`config.mk`:
```
export PLATFORM = sky130hd
export DESIGN_NAME = trig_decim_qual
export DESIGN_NICKNAME = d
export VERILOG_FILES = /design/src/rtl/tdq_pkg.sv /design/src/rtl/tdq_datapath.sv /design/src/rtl/tdq_control.sv /design/src/rtl/trig_decim_qual.sv
export SDC_FILE = /design/constraint.sdc
export NUM_CORES = 1
export LEC_CHECK = 0
export ABC_AREA = 1
export BUFFER_PORTS_ARGS = -buffer_cell sky130_fd_sc_hd__buf_2
export CORE_UTILIZATION = 35
export CTS_CLUSTER_DIAMETER = 50
export CTS_CLUSTER_SIZE = 8
export DETAILED_ROUTE_END_ITERATION = 7
export GPL_TIMING_DRIVEN = 0
export SLEW_MARGIN = 20
export SYNTH_ARGS = -nofsm -noshare
export SYNTH_HDL_FRONTEND = slang
export SYNTH_SLANG_ARGS = --single-unit
```
`constraint.sdc`:
```
create_clock -name clk -period 4.81 [get_ports clk]
set_input_delay 0.7215 -clock clk [delete_from_list [all_inputs] [get_ports clk]]
set_output_delay 0.7215 -clock clk [all_outputs]
set_load 0.02 [all_outputs]
```
`src/rtl/tdq_pkg.sv`:
```
package tdq_pkg;

  // Qualifier sequencing states
  typedef enum logic [1:0] {
    ST_IDLE  = 2'd0,
    ST_ARMED = 2'd1,
    ST_TRIG  = 2'd2
  } qualState_t;

  // Strobes from control to datapath
  typedef struct packed {
    logic emit;    // release the current input sample
    logic clrOut;  // clear the held output sample
  } dpStrobe_t;

endpackage

```
`src/rtl/tdq_datapath.sv`:
```
module tdq_datapath
  import tdq_pkg::*;
#(
  parameter int SAMPLE_W = 8
) (
  input  logic                clk,
  input  logic                rstN,
  input  logic [SAMPLE_W-1:0] sampleIn,
  input  logic                sampleValid,
  input  logic [SAMPLE_W-1:0] trigLevel,
  input  logic                slopeFalling,
  input  dpStrobe_t           strobe,
  output logic                crossing,
  output logic [SAMPLE_W-1:0] qualOut,
  output logic                qualValid
);

  logic [SAMPLE_W-1:0] prevSample;
  logic                prevSeen;
  logic                riseHit;
  logic                fallHit;

  // History of the last valid sample, kept regardless of arm state
  always_ff @(posedge clk or negedge rstN) begin
    if (!rstN) begin
      prevSample <= '0;
      prevSeen   <= 1'b0;
    end else if (sampleValid) begin
      prevSample <= sampleIn;
      prevSeen   <= 1'b1;
    end
  end

  // Level and slope must both match
  always_comb begin
    riseHit  = (prevSample < trigLevel) && (sampleIn >= trigLevel);
    fallHit  = (prevSample > trigLevel) && (sampleIn <= trigLevel);
    crossing = sampleValid && prevSeen && (slopeFalling ? fallHit : riseHit);
  end

  // Output register
  always_ff @(posedge clk or negedge rstN) begin
    if (!rstN) begin
      qualOut   <= '0;
      qualValid <= 1'b0;
    end else begin
      qualValid <= strobe.emit;
      if (strobe.clrOut)    qualOut <= '0;
      else if (strobe.emit) qualOut <= sampleIn;
    end
  end

endmodule

```
`src/rtl/tdq_control.sv`:
```
module tdq_control
  import tdq_pkg::*;
#(
  parameter int RATIO_SEL_W = 2
) (
  input  logic                   clk,
  input  logic                   rstN,
  input  logic                   sampleValid,
  input  logic                   crossing,
  input  logic                   arm,
  input  logic [RATIO_SEL_W-1:0] ratioSel,
  output dpStrobe_t              strobe,
  output logic                   triggered
);

  // Largest N is 2^(2^RATIO_SEL_W - 1); the phase counter spans N-1
  localparam int CNT_W = (1 << RATIO_SEL_W) - 1;

  qualState_t             state;
  logic [RATIO_SEL_W-1:0] ratioReg;
  logic [CNT_W-1:0]       phaseCnt;
  logic [CNT_W:0]         spanN;
  logic [CNT_W:0]         termVal;
  logic                   periodEnd;
  logic                   fire;
  logic                   advance;

  always_comb begin
    spanN     = {{CNT_W{1'b0}}, 1'b1} << ratioReg;
    termVal   = spanN - {{CNT_W{1'b0}}, 1'b1};
    periodEnd = ({1'b0, phaseCnt} == termVal);
    fire      = (state == ST_ARMED) && crossing && !arm;
    advance   = (state == ST_TRIG) && sampleValid && !arm;
    strobe.emit   = fire || (advance && periodEnd);
    strobe.clrOut = arm;
    triggered     = (state == ST_TRIG);
  end

  always_ff @(posedge clk or negedge rstN) begin
    if (!rstN) begin
      state    <= ST_IDLE;
      ratioReg <= '0;
      phaseCnt <= '0;
    end else begin
      if (arm)       state <= ST_ARMED;
      else if (fire) state <= ST_TRIG;

      // Ratio follows the input only while not triggered
      if (state != ST_TRIG) ratioReg <= ratioSel;

      if (fire)         phaseCnt <= '0;
      else if (advance) phaseCnt <= periodEnd ? '0 : phaseCnt + {{(CNT_W-1){1'b0}}, 1'b1};
    end
  end

endmodule

```
`src/rtl/trig_decim_qual.sv`:
```
module trig_decim_qual
  import tdq_pkg::*;
#(
  parameter int SAMPLE_W    = 8,
  parameter int RATIO_SEL_W = 2
) (
  input  logic                   clk,
  input  logic                   rstN,
  input  logic [SAMPLE_W-1:0]    sampleIn,
  input  logic                   sampleValid,
  input  logic [SAMPLE_W-1:0]    trigLevel,
  input  logic                   slopeFalling,
  input  logic [RATIO_SEL_W-1:0] ratioSel,
  input  logic                   arm,
  output logic                   triggered,
  output logic [SAMPLE_W-1:0]    qualOut,
  output logic                   qualValid
);

  dpStrobe_t strobe;
  logic      crossing;

  tdq_control #(.RATIO_SEL_W(RATIO_SEL_W)) u_ctrl (
    .clk         (clk),
    .rstN        (rstN),
    .sampleValid (sampleValid),
    .crossing    (crossing),
    .arm         (arm),
    .ratioSel    (ratioSel),
    .strobe      (strobe),
    .triggered   (triggered)
  );

  tdq_datapath #(.SAMPLE_W(SAMPLE_W)) u_dp (
    .clk          (clk),
    .rstN         (rstN),
    .sampleIn     (sampleIn),
    .sampleValid  (sampleValid),
    .trigLevel    (trigLevel),
    .slopeFalling (slopeFalling),
    .strobe       (strobe),
    .crossing     (crossing),
    .qualOut      (qualOut),
    .qualValid    (qualValid)
  );

endmodule

```
Word level (Yosys, flattened, before mapping) --
Cells that the tools add are included.
Operators by class: add/sub/neg operators 2, multipliers 0, div/mod/pow operators 0, $lt $le $gt $ge 4, equal/unequal tests 4, shift operators 1, mux-type cells 8, bitwise operators 0, reductions and logical operators 14
Operators with widths (number):
- 8-bit two-way mux | 2
- 1-bit logical AND | 9
- 3-bit two-way mux | 3
- 8-bit >= comparator | 1
- 8-bit greater-than comparator | 1
- 8-bit <= comparator | 1
- 8-bit less-than comparator | 1
- 2-bit nonzero test | 3
- 3-bit by 4-bit equality test with 1-bit output | 1
- 2-bit two-way mux | 2
- 1-bit by 2-bit << shifter with 4-bit output (first input constant) | 1
- 4-bit by 1-bit subtractor with 4-bit output (second input constant) | 1
- 3-bit by 1-bit adder with 3-bit output (second input constant) | 1
- 2-bit by 1-bit equality test with 1-bit output (second input constant) | 1
- 2-bit equality test (second input constant) | 1
- 2-bit inequality test (second input constant) | 1
- 1-bit logical NOT | 1
- 1-bit logical OR | 1
- 1-bit two-way mux | 1
Word-level totals: flip-flop bits (word level) 25, latch bits 0, bits in writable memories 0, memory bits (read-only) 0, bits of input ports 23, output and inout bits 10, word-level logic and storage cells 40, memories 0

Depth between registers and ports, before layout --
depth after elaboration 9, gate-level depth with buffers 16, mapped depth without buffers 16

By module --
Synthesis repeated with hierarchy kept, for this count alone.
Unflattened totals: cells, all modules 204, area total of the unflattened synthesis 1600.3 um^2
Modules (own cells, without submodules):
- tdq_datapath | times used 1, cells an instance 152, area each 1172.4 um^2, sequential area each 450.4 um^2
- tdq_control | times used 1, cells an instance 52, area each 427.9 um^2, sequential area each 175.2 um^2

Least setup slack after synthesis --
Ideal clock, no wire load.
path kind input-to-reg, from input port trigLevel[7], to register u_ctrl.phaseCnt[0], setup time 0.114 ns, arrival 1.870 ns, data required time 4.696 ns, path slack 2.826 ns, cell stages on the path 10, buffers on the path 0, cell sequence inv_1 > ha_1 > a21o_1 > nor2_1 > and2_1 > nand2_1 > nand2_2 > nand4_1 > nand2_1 > inv_1
On the way: word-level cells in the longest chain between the ends 7, elaborated cells between the ends (all ways) 12, classes of those cells order compare (4); mux (2); reduce/logical (6)
Ends and longest elaborated chain:
- start, declared | line trig_decim_qual.sv:11 | input logic [SAMPLE_W-1:0] trigLevel,
- 8-bit less-than comparator (tied with other cells) | line tdq_datapath.sv:36 | riseHit = (prevSample < trigLevel) && (sampleIn >= trigLevel);
- 1-bit logical AND, on equally long branches | line tdq_datapath.sv:36, tdq_datapath.sv:37
- 1-bit two-way mux (*) | line tdq_datapath.sv:38 | crossing = sampleValid && prevSeen && (slopeFalling ? fallHit : riseHit);
- 1-bit logical AND (*) | line tdq_datapath.sv:38
- 1-bit logical AND (*) (2 in a row) | line tdq_control.sv:32 | fire = (state == ST_ARMED) && crossing && !arm;
- 3-bit two-way mux / 2-bit nonzero test (equally long branches)
- end signal, assigned | line tdq_control.sv:52 | else if (advance) phaseCnt <= periodEnd ? '0 : phaseCnt + {{(CNT_W-1){1'b0}}, 1'b1};
- end, declared | line tdq_control.sv:21 | logic [CNT_W-1:0] phaseCnt;
Every way passes the cells marked *; elsewhere a longest branch is shown, timed or not. A chain may end at the register's enable or synchronous reset.

Final worst setup path --
Same ends and word-level chain as after synthesis.

==> Flow_metrics.wiki <==
{| class="wikitable"
! Metric !! Value
|-
| Synth cell count leaders || sky130_fd_sc_hd__nand2_1, sky130_fd_sc_hd__inv_1, sky130_fd_sc_hd__dfrtp_1
|-
| Area leader, netlist || sky130_fd_sc_hd__dfrtp_1
|-
| Multi-input gate area || 839.6 um^2
|-
| Leakage power figure || 0.001077 uW
|-
| First-pass DRT Iterations || 4
|-
| Final Slew Violations || 0
|-
| Maximum number of pins on one net before global-route repair || 26
|-
| Signal arrival time at the worst endpoint || 2.17 ns
|-
| NumNets Final || 277
|-
| Library cells used by synthesis || 28
|-
| Weighted congestion at the end of routability-driven global placement || 0.7303
|-
| Final number of hold-violating endpoints || 0
|-
| Vias per cell || 4.545
|-
| Wire length of the first global-routing pass || a little under 6000 um
|-
| Buffer depth of the longest clock path || 2
|-
| Maximum level of the CTS H-tree || 1
|-
| Slew of the pin with the lowest slew margin || 0.5724 ns
|-
| Core region area || between 0.004 and 0.005 mm^2
|-
| DRC violations left || 0
|-
| Type of the worst setup path || primary input to register
|-
| EDFF count, synth || 0
|-
| IO buf count || 32
|-
| Die Span Y || 69.62 um
|-
| Clock slew seen by the registers of the worst setup and hold paths || 0.09 ns
|-
| CP Capture Type || register
|-
| Number of routed nets with antenna violations || 0
|-
| Cell area power density || 263.5 mW/mm^2
|-
| Area of the die || 0.004847 mm^2
|-
| Setup skew after layout || 0.006163 ns
|-
| Setup TNS after final layout || 0 ns
|-
| Proportion of layout cells with a drive suffix above 1 || 0.2246
|-
| Leading register cell type out of synthesis || sky130_fd_sc_hd__dfrtp_1
|-
| Fillcell total || 457
|-
| Post-CTS sizing || 0
|-
| Post-route worst hold slack || between 0.4 and 0.5 ns
|-
| Achievable Freq || 500.2 MHz
|-
| Quantity of hold-fixing buffers added after cts || 0
|-
| Final count of negative-setup-slack endpoints || 0
|-
| Final Instance Area || 0.001871 mm^2
|-
| Final core utilization || 0.4267
|-
| Number of setup buffers added after CTS || 0
|-
| CTS buffer count || 3
|-
| Highest metal layer used by the detailed router || met4
|-
| Signed area change from the synthesized netlist to the final layout || 16.89%
|-
| Flop-to-flop setup slack || around 3.0 ns
|-
| MaxCap Viol Count || 0
|-
| Vias || 1309
|-
| Kind of launch point of the worst setup path || primary input
|-
| Source-to-sink clock delay at the later pin of the worst-skew pair || 0.27 ns
|-
| Die width || 69.62 um
|-
| Cell count after synthesis || 200
|-
| Antenna diode instance count || 0
|-
| Sequential fraction of the synthesis area || 0.3909
|-
| Synth Cell Area || 0.001600 mm^2
|-
| Main area contributors after synthesis || sky130_fd_sc_hd__dfrtp_1, sky130_fd_sc_hd__nand2_1, sky130_fd_sc_hd__ha_1
|-
| Overall global routing resource usage || 0.1514
|-
| Routed wire length on met2 || 1580 um
|-
| TritonCTS sink count || 25
|-
| Outcome || finished clean
|-
| Met3 WL || approximately 140 um
|-
| Most instantiated library cell after synthesis || sky130_fd_sc_hd__nand2_1
|-
| Average detailed-routed wire length per instance || roughly 11 um
|-
| Fraction of registers with async set/reset || 1.000
|-
| Starting density of the core || 0.3650
|-
| Worst IR Drop VDD || 0.1911 mV
|-
| Unrepaired setup endpoints after global routing || no
|-
| Fin crit share || 0.4156
|-
| Count of standard-cell rows || 24
|-
| Half-perimeter wire length after placement || between 2000 and 3000 um
|-
| Clock tree root driver cell || sky130_fd_sc_hd__clkbuf_8
|-
| Area taken by flip-flops and latches || 625.6 um^2
|-
| Worst path required time || 4.98 ns
|-
| Routed met1 length || roughly 1500 um
|-
| Critical-path maximum fanout || 5
|-
| Top-area cell type share of the netlist area || 0.3909
|-
| Min Clock Period, post-route || approximately 2.0 ns
|-
| Placed inst area || 0.001826 mm^2
|-
| Vias in the first global route || 1330
|-
| Synthesized netlist net count || 240
|-
| Mean Syn Cell Area || 8.001 um^2
|-
| Number of warnings printed during yosys synthesis || 0
|-
| Number of storage elements in the synthesis netlist || 25
|-
| Number of ports placed on the die boundary || 33
|-
| Max_slew headroom || 0.6184
|-
| First DRT Iteration DRCs || 61
|-
| Class of the most critical hold timing path || primary input to asynchronous set/reset pin
|-
| Residual overflow from global routing || 0
|-
| CTS tree || yes
|-
| Initial antenna violation count || 0
|-
| Wire length reported by the detailed router || roughly 3300 um
|}
==> final timing paths <==
| path | endpoint | from | cells after the start |
|---|---|---|---|
| max in group asynchronous | u_dp.qualOut[5]$_DFFE_PN0P_ | rstN | 1 |
| setup / recovery | u_ctrl.phaseCnt[0]$_DFFE_PN0P_ | trigLevel[7] | 11 |
| min in group clk | u_dp.prevSeen$_DFFE_PN0P_ | u_dp.prevSeen$_DFFE_PN0P_ | 2 |
| hold / removal | u_ctrl.ratioReg[1]$_DFFE_PN0N_ | rstN | 1 |
| setup reg to reg | u_ctrl.phaseCnt[0]$_DFFE_PN0P_ | u_dp.prevSample[7]$_DFFE_PN0P_ | 9 |
| hold reg to reg | u_dp.prevSeen$_DFFE_PN0P_ | u_dp.prevSeen$_DFFE_PN0P_ | 2 |
==> sequential cells by signal, summed over array words and instances, names as in the netlist <==
name / count
u_dp.prevSample: 8
u_dp.qualOut: 8
u_ctrl.phaseCnt: 3
u_ctrl.ratioReg: 2
u_ctrl.state: 2
u_dp.prevSeen: 1
u_dp.qualValid: 1
==> kinds of logic (layout without fill, tap and decap cells) <==
family | Yosys count | in the layout | synth area share
simple gates | 96 | 96 | 0.2822
buf+inv | 36 | 72 | 0.08444
flops | 25 | 25 | 0.3909
compound gates | 21 | 21 | 0.07584
fa+ha+maj | 17 | 17 | 0.1329
xor+xnor | 4 | 4 | 0.02659
mux | 1 | 1 | 0.007036
==> critical path: stages <==
cell and delay [ns]:
sky130_fd_sc_hd__buf_2 0.08, sky130_fd_sc_hd__inv_1 0.05, sky130_fd_sc_hd__ha_1 0.30, sky130_fd_sc_hd__a21o_1 0.18, sky130_fd_sc_hd__nor2_1 0.14, sky130_fd_sc_hd__and2_1 0.14, sky130_fd_sc_hd__nand2_1 0.07, sky130_fd_sc_hd__nand2_2 0.10
sky130_fd_sc_hd__nand4_1 0.22, sky130_fd_sc_hd__nand2_1 0.14, sky130_fd_sc_hd__inv_1 0.05
==> final cells by class <==
cell class	count	share of cell area
clock buffer	4	0.02408
timing repair buffer	32	0.08562
tap	52	0.03478
sequential	25	0.3344
buffer	2	0.004013
inverter	34	0.06823
multi-input combinational	139	0.4488
==> where the power goes <==
part / switching [uW] / leakage, uW / internal [uW]
combinational: 78.3 / 0.000743 / 47.7
sequential: 12.7 / 0.000311 / 228
clock: 66.6 / 0.0000228 / 59.3
==> per-layer routing <==
layer / vias to the layer above / global-route usage
met1: 587 / 0.1904
met2: 21 / 0.2567
met3: 2 / 0.03634
met5: - / 0
met4: 0 / 0.04667
li1: 699 / -
==> layout by cell type (no fill, tap or decap) <==
cell type and count:
sky130_fd_sc_hd__inv_2 4, sky130_fd_sc_hd__nand2_4 1, sky130_fd_sc_hd__nor2_2 4, sky130_fd_sc_hd__nor2_1 11, sky130_fd_sc_hd__nor3_4 1, sky130_fd_sc_hd__nor2_4 2, sky130_fd_sc_hd__nand2_1 59, sky130_fd_sc_hd__ha_1 17
sky130_fd_sc_hd__buf_2 32, sky130_fd_sc_hd__inv_1 30, sky130_fd_sc_hd__nand3_2 1, sky130_fd_sc_hd__a31oi_2 1, sky130_fd_sc_hd__a21oi_1 6, sky130_fd_sc_hd__clkbuf_1 3, sky130_fd_sc_hd__o21a_1 1, sky130_fd_sc_hd__nand3_4 1
sky130_fd_sc_hd__a21o_1 1, sky130_fd_sc_hd__nand2_2 2, sky130_fd_sc_hd__dfrtp_1 25, sky130_fd_sc_hd__clkbuf_8 3, sky130_fd_sc_hd__o21ai_0 11, sky130_fd_sc_hd__nand3_1 10, sky130_fd_sc_hd__nand4_1 2, sky130_fd_sc_hd__xor2_1 2
sky130_fd_sc_hd__xnor2_1 1, sky130_fd_sc_hd__and2_1 1, sky130_fd_sc_hd__nor3_1 1, sky130_fd_sc_hd__mux2_1 1, sky130_fd_sc_hd__xor2_2 1, sky130_fd_sc_hd__a22o_1 1
==> metrics by stage <==
stage / setup slack (ns) / instances / power [uW]
after CTS: 2.804 / 288 / 500.3
after detailed placement: 2.514 / 284 / 372.6
after floorplan: 2.826 / 200 / 330.3
final: 2.811 / 288 / 492.9
after global routing: 2.655 / 288 / 528.2
after global placement: 2.532 / 284 / 369.9
Note: power is estimated with default switching activity, not from simulation.
